==> src/rtl/refresh_pkg.sv <==
package refresh_pkg;

    typedef enum logic {
        SPREAD_GANG    = 1'b0,
        SPREAD_STAGGER = 1'b1
    } spread_mode_e;

    typedef struct packed {
        logic expire;
        logic enabled;
    } timer_evt_t;

    typedef struct packed {
        logic req;
        logic ovr;
    } req_state_t;

endpackage

==> src/rtl/refresh_timer.sv <==
module refresh_timer
    import refresh_pkg::*;
#(
    parameter int CNT_W = 16
) (
    input  logic             clk,
    input  logic             rst,
    input  logic             wr_en,
    input  logic [CNT_W-1:0] wr_data,
    output timer_evt_t       evt
);
    localparam logic [CNT_W-1:0] ONE = {{(CNT_W-1){1'b0}}, 1'b1};

    logic [CNT_W-1:0] period_q;
    logic [CNT_W-1:0] count_q;

    always_comb begin
        evt.enabled = (period_q != '0);
        evt.expire  = evt.enabled && (count_q == ONE);
    end

    always_ff @(posedge clk) begin
        if (rst) begin
            period_q <= '0;
            count_q  <= '0;
        end else if (wr_en) begin
            period_q <= wr_data;
            count_q  <= wr_data;
        end else if (evt.expire) begin
            count_q  <= period_q;
        end else if (count_q != '0) begin
            count_q  <= count_q - ONE;
        end
    end
endmodule

==> src/rtl/refresh_req.sv <==
module refresh_req
    import refresh_pkg::*;
(
    input  logic       clk,
    input  logic       rst,
    input  timer_evt_t evt,
    input  logic       gnt,
    input  logic       busy,
    output logic       accept,
    output req_state_t st
);
    req_state_t st_q;

    always_comb begin
        accept = st_q.req && gnt && !busy;
        st     = st_q;
    end

    always_ff @(posedge clk) begin
        if (rst) begin
            st_q <= '0;
        end else begin
            st_q.req <= evt.expire || (st_q.req && !accept);
            st_q.ovr <= st_q.ovr || (evt.expire && st_q.req && !accept);
        end
    end
endmodule

==> src/rtl/strobe_seq.sv <==
module strobe_seq
    import refresh_pkg::*;
#(
    parameter int NB = 4
) (
    input  logic          clk,
    input  logic          rst,
    input  logic          accept,
    input  spread_mode_e  mode,
    output logic [NB-1:0] strobe,
    output logic          busy
);
    localparam logic [NB-1:0] ALL   = {NB{1'b1}};
    localparam logic [NB-1:0] FIRST = {{(NB-1){1'b0}}, 1'b1};

    logic [NB-1:0] pat_q;
    logic [NB-1:0] pat_d;

    always_comb begin
        busy = (pat_q != '0);
        if (accept) begin
            pat_d = (mode == SPREAD_STAGGER) ? FIRST : ALL;
        end else if (pat_q == ALL) begin
            pat_d = '0;
        end else begin
            pat_d = pat_q << 1;
        end
        strobe = pat_q;
    end

    always_ff @(posedge clk) begin
        if (rst) pat_q <= '0;
        else     pat_q <= pat_d;
    end
endmodule

==> src/rtl/refresh_sched.sv <==
module refresh_sched
    import refresh_pkg::*;
#(
    parameter int CNT_W = 16,
    parameter int NB    = 4
) (
    input  logic             clk,
    input  logic             rst,
    input  logic             period_we,
    input  logic [CNT_W-1:0] period_wdata,
    input  logic             stagger_en,
    input  logic             ref_gnt,
    output logic             ref_req,
    output logic [NB-1:0]    bank_strobe,
    output logic             overrun
);
    timer_evt_t   evt;
    req_state_t   rst_st;
    logic         accept;
    logic         busy;
    spread_mode_e mode;

    assign mode = stagger_en ? SPREAD_STAGGER : SPREAD_GANG;

    refresh_timer #(.CNT_W(CNT_W)) u_timer (
        .clk     (clk),
        .rst     (rst),
        .wr_en   (period_we),
        .wr_data (period_wdata),
        .evt     (evt)
    );

    refresh_req u_req (
        .clk    (clk),
        .rst    (rst),
        .evt    (evt),
        .gnt    (ref_gnt),
        .busy   (busy),
        .accept (accept),
        .st     (rst_st)
    );

    strobe_seq #(.NB(NB)) u_seq (
        .clk    (clk),
        .rst    (rst),
        .accept (accept),
        .mode   (mode),
        .strobe (bank_strobe),
        .busy   (busy)
    );

    assign ref_req = rst_st.req;
    assign overrun = rst_st.ovr;
endmodule

==> config.mk <==
export PLATFORM = sky130hd
export DESIGN_NAME = refresh_sched
export DESIGN_NICKNAME = d
export VERILOG_FILES = /design/src/rtl/refresh_pkg.sv /design/src/rtl/refresh_timer.sv /design/src/rtl/refresh_req.sv /design/src/rtl/strobe_seq.sv /design/src/rtl/refresh_sched.sv
export SDC_FILE = /design/constraint.sdc
export NUM_CORES = 1
export LEC_CHECK = 0
export CAP_MARGIN = 25
export CORE_MARGIN = 2
export CORE_UTILIZATION = 30
export DETAILED_ROUTE_END_ITERATION = 8
export SYNTH_ARGS = -nofsm -noshare
export SYNTH_HDL_FRONTEND = slang
export SYNTH_SLANG_ARGS = --single-unit
==> constraint.sdc <==
create_clock -name clk -period 4.5 [get_ports clk]
set_clock_uncertainty 0.15 [all_clocks]
set_input_delay 0.45 -clock clk [delete_from_list [all_inputs] [get_ports clk]]
set_output_delay 0.45 -clock clk [all_outputs]
set_load 0.02 [all_outputs]
### Word level (Yosys, flattened, before mapping)

Index checks and enable logic that the tools add are counted.

* bits in registers: 38
* bits in latches: 0
* memory bits (writable): 0
* memory bits (read-only): 0
* input bits: 21
* memories kept: 0

* add/sub/neg operators: 1
* $mul: 0
* div/mod/pow operators: 0
* order comparisons: 0
* eq/ne operators: 2
* shift operators: 0
* multiplexer cells: 7
* bitwise logic cells: 0
* reductions and logical operators: 14

Operators with widths (number)
* $mux 16: 3
* $reduce_bool 16->1: 2
* $eq 16x1->1 const B: 1
* $sub 16x1->16 const B: 1
* $mux 4: 3
* $logic_and 1x1->1: 6
* $eq 4x4->1 const B: 1
* $reduce_bool 4->1: 1
* $reduce_bool 3->1: 1
* $logic_not 1->1: 2
* $logic_or 1x1->1: 2
* $mux 1: 1

### Longest topological paths before layout

* word-level depth: 6
* mapped depth: 7
* mapped depth without buffers: 6

### Cells and area by module

From an unflattened synthesis, not the netlist that was laid out.

* cells, all modules: 225
* area total of the unflattened synthesis: 2033.2 µm²

Modules (own cells, without submodules)
* refresh_timer: times used 1, cells an instance 200, area each 1795.5 µm², sequential area each 640.6 µm²
* strobe_seq: times used 1, cells an instance 16, area each 157.7 µm², sequential area each 80.1 µm²
* refresh_req: times used 1, cells an instance 9, area each 80.1 µm², sequential area each 40.0 µm²

### Worst setup path after synthesis

No wires, ideal clock.

* path kind: register to register
* from: register u_timer.count_q[2]
* to: register u_timer.count_q[15]
* library setup time: 0.088 ns
* data arrival time: 1.762 ns
* data required time: 4.262 ns
* path slack: 2.500 ns
* stages on the path, launching flop included: 6
* path buffers: 0
* path through: dfxtp_1 > nor4_4 > nand3_2 > or4_1 > or3_1 > a311oi_2

* longest elaborated chain between the ends: 4
* elaborated cells between the ends (all ways): 8
* those cells by class: 1 x add/sub; 1 x eq/ne; 3 x mux; 3 x reduce/logical

Ends and longest elaborated chain
* start, declared: line refresh_timer.sv:15 `logic [CNT_W-1:0] count_q;`
* start signal, assigned: line refresh_timer.sv:28 `count_q <= wr_data;`
* start signal, assigned: line refresh_timer.sv:30 `count_q <= period_q;`
* start signal, assigned: line refresh_timer.sv:32 `count_q <= count_q - ONE;`
* $sub 16x1->16 / $eq 16x1->1 (equally long branches): line refresh_timer.sv:32, refresh_timer.sv:19
* $mux 16 / $logic_and 1x1->1 (equally long branches): line refresh_timer.sv:31, refresh_timer.sv:19
* $mux 16: line refresh_timer.sv:29 `end else if (evt.expire) begin`
* $mux 16: line refresh_timer.sv:26 `end else if (wr_en) begin`

Several ways; a longest one is shown, not always the timed one. The select of a mux whose other input is x is not followed.
A chain may end at the register's enable or synchronous reset.

### Final worst setup path

Same ends and word-level chain as after synthesis.

==> flow_summary_export.csv <==
group,metric,value,unit
synth,synth_top_cell_by_area,"dfxtp_1",
clock_network,cts_made_buffers,5,
clock_network,clk_latency,0.29,ns
synth,ys_seq_area_share,39.02,%
synth,synthTopCellsByArea,"dfxtp_1 (39%), or4_1 (5.8%), a21oi_1 (5.4%)",
final_layout,fin_nets,270,
placement,place.port_buffers,26,
routing,drtPass1Iterations,4,
routing,drcViolationCount,0,
placement,dp_slack,1.511,ns
setup_path,cp.arrival,3.07,ns
final_layout,area_growth,22.34,%
final_layout,num_antenna_cells,0,
sta,worst-slew-pin-transition,1.027,ns
clock_network,cts_resized,0,
power,power.leakage,0.0008083,uW
synth,syn_inst,229,
floorplan,die_h,84.61,um
global_route,grt_antenna_before_repair,0,
power,combPwrFrac,18.3,%
synth,synth-main-ff-cell,"dfxtp_1",
global_route,grt_pass1_vias,1704,
sta,rsz0062_at_grt,"no",
worst_hold_path,hold_path_class,"reg2reg",
sta,fin_tns_setup,0,ns
power,vdd_drop_max,0.1646,mV
synth,synth.avg_cell_area,8.513,um^2
routing,routed.top_layer,"met4",
floorplan,start_util,30.88,%
setup_path,cp-end-kind,"register",
global_route,grt_max_degree,50,
power,p_clk_share,39.7,%
clock_network,postCtsSetupBuffers,0,
power,powerDensity,380.4,nW/um^2
placement,hpwlAfterDp,3.285,mm
setup_path,critPathLaunchType,"register",
clock_network,hold_buffers,0,
clock_network,htree_num_levels,2,
global_route,grt_overflow,0,
clock_network,clk_pin_slew,0.08,ns
synth,synth_fp_nets,252,
routing,drt_wl_total,4.742,mm
synth,synth_cell_types,44,
sta,finalHoldViolCount,0,
clock_network,root_buffer,"clkbuf_8",
power,swShare,26.42,%
synth,synth_seq_cells,38,
final_layout,final_cell_mix,"dfxtp_1 (38), clkdlybuf4s50_1 (26), nand2_1 (23), a21oi_1 (21), or4_1 (15)",
floorplan,die_area,7159,um^2
run_status,status,"complete, no violations",
sta,slew_violations,0,
power,switching_power,239.7,uW
clock_network,tritoncts,"yes",
setup_path,cp_max_fo,16,
final_layout,nFillCells,671,
routing,dr_wl_met3,133,um
sta,max_clock_freq,329.9,MHz
power,p_int,667.5,uW
routing,routedLengthMet1,2.277,mm
final_layout,seq_area,760.7,um^2
routing,drt_iter0_markers,86,
final_layout,mostFrequentLayoutCell,"dfxtp_1",
routing,via_count,1747,
sta,slew_headroom,31.30,%
synth,yosysTopAreaCellShare,39.02,%
placement,place.gp.congestion,0.8263,
floorplan,rows,29,
routing,wl_per_cell,14.59,um
synth,synth_edf_count,0,
clock_network,cts.sinks,38,
global_route,grt_pass1_wl,7.914,mm
final_layout,drive_above_1_share,7.258,%
clock_network,cts_buffer_depth,2,
setup_path,crit_type,"reg2reg",
routing,met2WireLength,2.236,mm
run,max_cap_violations,0,
sta,final-setup-viol-count,0,
floorplan,ios,27,
routing,vias_per_cell,5.375,
floorplan,die_w,84.61,um
sta,min_period,3.031,ns
synth,synth-async-reset-ratio,0,%
setup_path,cp.required,4.54,ns
synth,yosys_warnings,0,
floorplan,core,6314,um^2
routing,drt.antenna.violating_nets,0,
power,seq_power_share,42.1,%
sta,fin_crit_sh,67.35,%
sta,worst_slack,1.469,ns
synth,synth_area,1949,um^2
final_layout,multi_input_area,1106,um^2
global_route,grt_usage,13.58,%
-- sequential cells by signal, summed over array words and instances, names as in the netlist --
signal / count
u_req.st: 2
u_timer.period_q: 16
u_timer.count_q: 16
u_seq.strobe: 4
-- logic make-up after synthesis --
kind of cell	share of synthesized area [%]
and+or+nand+nor	32.35
AOI/OAI and AO/OA	17.91
DFF	39.02
buffers and inverters	4.236
xor gates and xnor gates	3.145
muxes	2.054
adders and majority gates	1.283
-- worst max-delay path, cell delays in order, from the launching register on --
cell	delay [ns]
dfxtp_1	0.37
nor4_4	0.66
nand3_1	0.48
nor3_2	0.81
a21oi_1	0.18
a311oi_2	0.28
-- layout make-up --
cell class | count | share of cell area, %
clock inverters | 2 | 2.518
clock buffers | 6 | 3.463
inverters | 3 | 0.4722
multi-input cells | 172 | 46.38
flip-flops and latches | 38 | 31.90
well taps | 77 | 4.040
repair buffers | 27 | 11.23
-- worst paths after layout --
| path | start | endpoint | cells after the start | slack [ns] |
|---|---|---|---|---|
| worst max register to register | u_timer.count_q[2] | u_timer.count_q[15] | 5 | 1.47 |
| worst min-delay path | u_req.st[0] | u_req.st[0] | 2 | 0.33 |
| worst min register to register | u_req.st[0] | u_req.st[0] | 2 | 0.33 |
| worst max-delay path | u_timer.count_q[2] | u_timer.count_q[15] | 5 | 1.47 |
-- per-layer routing --
| layer | vias to the layer above | track usage (%) |
|---|---|---|
| li1 | 887 | - |
| met1 | 821 | 18.11 |
| met2 | 31 | 21.12 |
| met3 | 8 | 2.950 |
| met4 | 0 | 5.916 |
| met5 | - | 0 |
-- cells in the mapped netlist (all sizes together) (3+ instances only) --
| master | number |
|---|---|
| a211o | 6 |
| a21oi | 21 |
| a31oi | 13 |
| buf | 5 |
| clkbuf | 11 |
| dfxtp | 38 |
| inv | 3 |
| mux2i | 4 |
| nand2 | 23 |
| nand2b | 14 |
| nand3 | 8 |
| nor2 | 10 |
| nor3 | 6 |
| nor4 | 9 |
| o21ai | 3 |
| o31ai | 3 |
| or3 | 10 |
| or4 | 15 |
| xnor2 | 3 |
| xor2 | 4 |
-- power groups by stage --
stage	clock network [uW]	registers, uW	logic [uW]
finish	360	382	166
detailed placement	0	389	164
global route	383	384	185
floorplan	0	384	122
CTS	365	381	166
global placement	0	388	163
-- through the flow --
stage / util, % / total power [uW] / instance area, um^2 / hold WS [ns] / instances
after floorplan: - / 506.1 / 1949 / 0.3127 / 229
after global placement: 35.51 / 551.7 / 2242 / 0.3166 / 317
after detailed placement: 35.51 / 553.1 / 2242 / 0.3197 / 317
after CTS: 37.77 / 912.5 / 2385 / 0.3387 / 325
after global routing: 37.77 / 952.8 / 2385 / 0.3720 / 325
final: 37.77 / 907.2 / 2385 / 0.3310 / 325
No activity file was read; power rests on OpenSTA's default activity.
